**config.mk**
```make
export PLATFORM = sky130hd
export DESIGN_NAME = mclk_loss_mon
export DESIGN_NICKNAME = d
export VERILOG_FILES = /design/src/rtl/mclk_mon_pkg.sv /design/src/rtl/mclk_edge_sync.sv /design/src/rtl/mclk_gap_counter.sv /design/src/rtl/mclk_mon_regs.sv /design/src/rtl/mclk_loss_mon.sv
export SDC_FILE = /design/constraint.sdc
export NUM_CORES = 1
export LEC_CHECK = 0
export BUFFER_PORTS_ARGS = -buffer_cell sky130_fd_sc_hd__buf_2
export CAP_MARGIN = 20
export CORE_AREA = 2 2 57 59
export CTS_CLUSTER_SIZE = 40
export DETAILED_ROUTE_END_ITERATION = 7
export DIE_AREA = 0 0 59 61
export GPL_TIMING_DRIVEN = 0
export PLACE_DENSITY = 0.81
export SETUP_SLACK_MARGIN = 0.5
export SYNTH_ARGS = -nofsm -noshare
export SYNTH_HDL_FRONTEND = slang
export SYNTH_SLANG_ARGS = --single-unit
```
**constraint.sdc**
```tcl
create_clock -name samp_clk -period 3.8 [get_ports samp_clk]
set_input_delay 0.38 -clock samp_clk [delete_from_list [all_inputs] [get_ports samp_clk]]
set_output_delay 0.38 -clock samp_clk [all_outputs]
set_load 0.1 [all_outputs]
```
**src/rtl/mclk_mon_pkg.sv**
```systemverilog
package mclk_mon_pkg;
    typedef enum logic [1:0] {
        ST_OFF   = 2'd0,
        ST_WATCH = 2'd1,
        ST_PAUSE = 2'd2,
        ST_TRIP  = 2'd3
    } mon_state_t;

    localparam int SYNC_STAGES = 2;
endpackage

```
**src/rtl/mclk_edge_sync.sv**
```systemverilog
module mclk_edge_sync #(
    parameter int STAGES = mclk_mon_pkg::SYNC_STAGES
) (
    input  logic clk,
    input  logic rst_n,
    input  logic async_in,
    output logic edge_seen
);
    localparam int CHAIN = STAGES + 1;

    logic [CHAIN-1:0] chain_q;

    always_ff @(posedge clk or negedge rst_n) begin
        if (!rst_n) chain_q <= '0;
        else        chain_q <= {chain_q[CHAIN-2:0], async_in};
    end

    // either transition of the synchronized level counts as activity
    assign edge_seen = chain_q[CHAIN-1] ^ chain_q[CHAIN-2];
endmodule

```
**src/rtl/mclk_gap_counter.sv**
```systemverilog
module mclk_gap_counter #(
    parameter int TW = 16
) (
    input  logic          clk,
    input  logic          rst_n,
    input  logic          run,
    input  logic          edge_seen,
    input  logic [TW-1:0] limit,
    output logic          expired
);
    localparam logic [TW-1:0] CNT_MAX = {TW{1'b1}};

    logic [TW-1:0] gap_q;

    always_ff @(posedge clk or negedge rst_n) begin
        if (!rst_n)                gap_q <= '0;
        else if (!run || edge_seen) gap_q <= '0;
        else if (gap_q != CNT_MAX) gap_q <= gap_q + 1'b1;
    end

    assign expired = run && !edge_seen && (gap_q >= limit);


    gap_clear_chk: assert property (@(posedge clk) disable iff (!rst_n)
        !run |=> (gap_q == '0));


    edge_restart_chk: assert property (@(posedge clk) disable iff (!rst_n)
        (run && edge_seen) |=> (gap_q == '0));
endmodule

```
**src/rtl/mclk_mon_regs.sv**
```systemverilog
module mclk_mon_regs (
    input  logic clk,
    input  logic por_n,
    input  logic any_rst_n,
    input  logic en_we,
    input  logic en_wdata,
    input  logic flag_we,
    input  logic flag_wdata,
    input  logic trip,
    output logic mon_en,
    output logic rst_src_flag
);
    logic en_q;
    logic flag_q;

    always_ff @(posedge clk or negedge any_rst_n) begin
        if (!any_rst_n)            en_q <= 1'b0;
        else if (en_we && en_wdata) en_q <= 1'b1;
    end

    always_ff @(posedge clk or negedge por_n) begin
        if (!por_n)                      flag_q <= 1'b0;
        else if (trip)                   flag_q <= 1'b1;
        else if (flag_we && flag_wdata)  flag_q <= 1'b0;
    end

    assign mon_en       = en_q;
    assign rst_src_flag = flag_q;


    en_sticky_chk: assert property (@(posedge clk) disable iff (!any_rst_n)
        mon_en |=> mon_en);


    flag_set_chk: assert property (@(posedge clk) disable iff (!por_n)
        trip |=> rst_src_flag);


    flag_hold_chk: assert property (@(posedge clk) disable iff (!por_n)
        (rst_src_flag && !(flag_we && flag_wdata)) |=> rst_src_flag);
endmodule

```
**src/rtl/mclk_loss_mon.sv**
```systemverilog
module mclk_loss_mon
    import mclk_mon_pkg::*;
#(
    parameter int TW = 16
) (
    input  logic          samp_clk,
    input  logic          por_n,
    input  logic          sys_rst_n,
    input  logic          main_clk,
    input  logic [TW-1:0] timeout_cyc,
    input  logic          en_we,
    input  logic          en_wdata,
    input  logic          flag_we,
    input  logic          flag_wdata,
    input  logic          sus_stab,
    input  logic          sus_main_off,
    input  logic          sus_samp_dead,
    input  logic          sus_cpu_int,
    output logic          mon_en,
    output logic          rst_src_flag,
    output logic          rst_req
);
    localparam int NSUS = 4;

    logic            any_rst_n;
    logic [NSUS-1:0] sus_vec;
    logic            suspend;
    logic            edge_seen;
    logic            expired;
    logic            cnt_run;
    mon_state_t      state_q;
    mon_state_t      state_d;

    assign any_rst_n = por_n & sys_rst_n;
    assign sus_vec   = {sus_cpu_int, sus_samp_dead, sus_main_off, sus_stab};
    assign suspend   = |sus_vec;

    mclk_edge_sync #(.STAGES(SYNC_STAGES)) u_sync (
        .clk       (samp_clk),
        .rst_n     (any_rst_n),
        .async_in  (main_clk),
        .edge_seen (edge_seen)
    );

    mclk_gap_counter #(.TW(TW)) u_gap (
        .clk       (samp_clk),
        .rst_n     (any_rst_n),
        .run       (cnt_run),
        .edge_seen (edge_seen),
        .limit     (timeout_cyc),
        .expired   (expired)
    );

    mclk_mon_regs u_regs (
        .clk          (samp_clk),
        .por_n        (por_n),
        .any_rst_n    (any_rst_n),
        .en_we        (en_we),
        .en_wdata     (en_wdata),
        .flag_we      (flag_we),
        .flag_wdata   (flag_wdata),
        .trip         (rst_req),
        .mon_en       (mon_en),
        .rst_src_flag (rst_src_flag)
    );

    always_ff @(posedge samp_clk or negedge any_rst_n) begin
        if (!any_rst_n) state_q <= ST_OFF;
        else            state_q <= state_d;
    end

    always_comb begin
        state_d = state_q;
        unique case (state_q)
            ST_OFF:   if (mon_en) state_d = suspend ? ST_PAUSE : ST_WATCH;
            ST_WATCH: begin
                if (suspend)      state_d = ST_PAUSE;
                else if (expired) state_d = ST_TRIP;
            end
            ST_PAUSE: if (!suspend) state_d = ST_WATCH;
            ST_TRIP:  state_d = suspend ? ST_PAUSE : ST_WATCH;
            default:  state_d = ST_OFF;
        endcase
    end

    always_comb begin
        rst_req = (state_q == ST_TRIP);
        cnt_run = (state_q == ST_WATCH);
    end


    req_pulse_chk: assert property (@(posedge samp_clk) disable iff (!any_rst_n)
        rst_req |=> !rst_req);


    req_suspend_chk: assert property (@(posedge samp_clk) disable iff (!any_rst_n)
        suspend |=> !rst_req);


    req_disarmed_chk: assert property (@(posedge samp_clk) disable iff (!any_rst_n)
        !mon_en |-> !rst_req);


    req_watch_chk: assert property (@(posedge samp_clk) disable iff (!any_rst_n)
        $rose(rst_req) |-> $past(cnt_run));
endmodule

```
==> reports/qor.log <==
[worst_setup_path] worst setup path startpoint u_gap.gap_q[15]
[routing] detailed-router iteration count before antenna repair 3
[synthesis] Simple-Gate Fraction of Synth Area 18.8%
[sta] hold violation total from the final report 0
[synthesis] register bit count reported by yosys 23
[final_layout] antenna diode instance count 0
[clocking] clk slew on worst S/H paths 0.12 ns
[clocking] total of cells resized after clock tree synthesis 0
[synthesis] Yosys warning total 0
[clocking] H-tree depth 1
[synthesis] net count after synthesis 215
[worst_setup_path] sequence of cells on the critical path ha_1 > nand4_1 > a211oi_1 > o21ai_0 > a21o_2 > mux2_4
[power_and_ir_drop] sequential share of power 43.1%
[sta] final slew viol count 0
[clocking] root cell of the clock tree sky130_fd_sc_hd__clkbuf_4
[power_and_ir_drop] internal power component 402 µW
[placement] half-perimeter wire length after detailed placement 2230 µm
[floorplan] vertical extent of the die 61 µm
[placement] count of port buffers added during placement 30
[worst_setup_path] largest fanout on the critical path 4
[synthesis] top-area cell type share of the netlist area 36.8%
[clocking] TritonCTS buffer count 3
[worst_setup_path] maximum cell stage delay along the critical path 0.45 ns
[grt] overall track demand over capacity in global routing 16.9%
[power_and_ir_drop] net switching power figure 260 µW
[clocking] clock latency on the worst-skew pair 0.30 ns
[synthesis] commonest register cell after synthesis sky130_fd_sc_hd__dfrtp_1
[sta] minimum period implied by the final worst setup slack 1.99 ns
[power_and_ir_drop] leakage 0.000905 µW
[synthesis] part of the Yosys area used for sequential elements 36.8%
[worst_setup_path] Critical Path RT 3.99 ns
[routing] via count 1,208
[final_layout] count of filler cells inserted in the layout 263
[final_layout] Area growth, synth to finish 14.6%
[power_and_ir_drop] combinational share of power 40.3%
[floorplan] FP Rows 20
[power_and_ir_drop] share of total power in the clock network 16.5%
[synthesis] dominant combinational cell family by area after synthesis simple AND/OR/NAND/NOR gates
[worst_setup_path] startpoint-to-endpoint class of the critical path reg2reg
[synthesis] top cells by area in the synthesized netlist sky130_fd_sc_hd__dfrtp_1, sky130_fd_sc_hd__ha_1, sky130_fd_sc_hd__inv_1, sky130_fd_sc_hd__nor2_1, sky130_fd_sc_hd__xnor2_1
[final_layout] number of nets in the layout 251
[synthesis] synthesized-area fraction occupied by xor and xnor cells 7.29%
[hold_path] Hold Crit Depth 1
[final_layout] share of layout cells above drive strength 1 21.4%
[synthesis] Netlist Area Pre-Place 1560 µm²
[routing] First DRT Iteration DRCs 28
[final_layout] top library cells by usage in the layout, fill and taps aside sky130_fd_sc_hd__buf_2, sky130_fd_sc_hd__inv_1, sky130_fd_sc_hd__dfrtp_1, sky130_fd_sc_hd__nor2_1, sky130_fd_sc_hd__ha_1
[synthesis] share of async-settable or async-resettable flops after synthesis 100%
[final_layout] post-route core utilization 60.6%
[floorplan] initial core utilization 52.9%
[clocking] CTS Sinks 23
[synthesis] library cell with the largest summed area after synthesis sky130_fd_sc_hd__dfrtp_1
[power_and_ir_drop] Worst IR Drop VDD 0.218 mV
[synthesis] synthesized-area fraction occupied by ao, oa, aoi and oai cells 12.3%
[grt] global route overflow 0
[sta] setup repair after global routing missed its margin no
[sta] remaining max-slew budget at the tightest pin 37.0%
[worst_setup_path] CP max stage cell sky130_fd_sc_hd__dfrtp_1
[sta] worst slew pin tran 0.945 ns
[synthesis] number of enable-type register cells in the synthesized netlist 0
[final_layout] area taken by multi-input logic gates 888 µm²
[power_and_ir_drop] post-layout power 663 µW
[clocking] cts hold-fix bufs 1
[synthesis] Post-Synth Adder-Cell Area 16.8%
[sta] final total negative setup slack 0 ns
[grt] maximum number of pins on one net before global-route repair 23
[routing] final WL 2720 µm
[floorplan] placeable core region 2950 µm²
[worst_setup_path] arrival time of data at the critical path endpoint 2.19 ns
[grt] first-pass GRT wire length 4690 µm
[clocking] post-CTS repair timing setup buffer count 0
[sta] fin crit share 52.4%
[worst_setup_path] Worst Setup End Kind flip-flop
[hold_path] startpoint of the lowest-slack hold path main_clk
[final_layout] most common cell after layout, fill and taps aside sky130_fd_sc_hd__buf_2
[floorplan] DIE AREA 3600 µm²
[synthesis] Mapped Avg Cell Area 9.41 µm²
[run] max-capacitance violation count 0
[floorplan] Boundary Pins 31
[routing] detailed-route DRC error count 0
[power_and_ir_drop] power density cells 370 nW/µm²
[grt] initial antenna violation count 0
[sta] endpoints failing setup 0
[sta] maximum achievable frequency 502 MHz
[routing] Vias per Instance 5.16
[power_and_ir_drop] Switching Share 39.3%
[run_status] status finished clean
[synthesis] number of distinct standard cells referenced by the synthesized netlist 35
[grt] number of global-route vias before repair 1,138
[routing] antenna-violating nets left 0
[sta] Post-Route Skew 0.00714 ns
[placement] weighted congestion reported at the end of routability-driven placement 0.801
[hold_path] class of the most critical hold timing path in2reg
[synthesis] gate count after technology mapping 166
[clocking] clk buf depth 2
[worst_setup_path] number of cells on the worst reg-to-reg path 6
[worst_setup_path] FF-to-FF Start u_gap.gap_q[15]
[final_layout] Reg area 576 µm²
[synthesis] mux cell area share after synthesis 1.60%
[routing] routed wirelength normalized by instance count 11.6 µm
[clocking] TritonCTS clock tree built
[worst_setup_path] Worst setup SP type flip-flop
[floorplan] width of the die 59 µm
==> cell families (layout without fill, tap and decap cells) <==
group                    after synthesis  count (layout)
AND/OR/NAND/NOR                       56              56
buffers and inverters                 26              61
AO/OA/AOI/OAI                         25              25
flip-flops                            23              23
adder cells (fa/ha/maj)               21              21
XOR/XNOR                              13              13
multiplexers                           2               2
==> layer usage <==
layer  GRT usage, %  vias to the layer above  part of all wire [%]
met5              0                        -                     0
met4           3.57                        0                  0.37
li1               -                      645                     -
met1           23.0                      545                    49
met2           28.7                       16                    47
met3           2.77                        2                   3.1
==> area by class of cell <==
cell class	instances	share of cell area, %
plain buffers	2	0.489
clock buffers	4	1.47
inverters	24	5.03
multi-input cells	117	49.6
flip-flops and latches	23	32.1
well taps	33	2.31
repair buffers	31	8.94
==> per-stage QoR <==
| stage | worst slack (ns) | instances | hold slack [ns] | instance area, µm² |
|---|---|---|---|---|
| after floorplan | 1.75 | 166 | 0.0844 | 1560 |
| after global placement | 1.63 | 229 | 0.160 | 1750 |
| after detailed placement | 1.62 | 229 | 0.163 | 1750 |
| after CTS | 1.81 | 234 | 0.162 | 1790 |
| after global routing | 1.71 | 234 | 0.166 | 1790 |
| final | 1.81 | 234 | 0.178 | 1790 |
==> synth_stat cells (2+ instances only) <==
master / n
sky130_fd_sc_hd__a211oi_1: 4
sky130_fd_sc_hd__a21o_2: 2
sky130_fd_sc_hd__a21oi_1: 3
sky130_fd_sc_hd__a31oi_1: 3
sky130_fd_sc_hd__and3_1: 2
sky130_fd_sc_hd__and4_4: 2
sky130_fd_sc_hd__dfrtp_1: 23
sky130_fd_sc_hd__ha_1: 21
sky130_fd_sc_hd__inv_1: 24
sky130_fd_sc_hd__nand2_1: 10
sky130_fd_sc_hd__nand3_1: 6
sky130_fd_sc_hd__nand4_1: 5
sky130_fd_sc_hd__nor2_1: 21
sky130_fd_sc_hd__nor3_1: 2
sky130_fd_sc_hd__nor3b_1: 2
sky130_fd_sc_hd__o211ai_1: 3
sky130_fd_sc_hd__o21ai_0: 4
sky130_fd_sc_hd__xnor2_1: 7
sky130_fd_sc_hd__xor2_1: 6
==> critical path: cells and delay by family, from the launching register on <==
family,cells,cell delay (ns)
AOI/OAI and AO/OA,3,0.63
DFF,1,0.45
adders and majority gates,1,0.38
muxes,1,0.29
and+or+nand+nor,1,0.14
==> flip-flops by register name, summed over array words and instances, names as in the netlist <==
signal	cells
state_q	2
u_gap.gap_q	16
u_regs.mon_en	1
u_regs.rst_src_flag	1
u_sync.chain_q	3
==> final timing paths <==
path | end | slack (ns)
min in group asynchronous | u_gap.gap_q[4] | 0.31
max in group asynchronous | u_gap.gap_q[14] | 2.34
min | u_sync.chain_q[0] | 0.18
min reg2reg | u_sync.chain_q[1] | 0.36
max reg2reg | state_q[1] | 1.81
max | state_q[1] | 1.81
==> power groups by stage <==
stage,registers [µW],clock network (µW),logic [µW]
after global placement,290,0,263
after global routing,288,120,298
final,286,110,267
after detailed placement,291,0,269
after floorplan,325,0,180
after CTS,286,115,271
No activity file was read; power rests on OpenSTA's default activity.
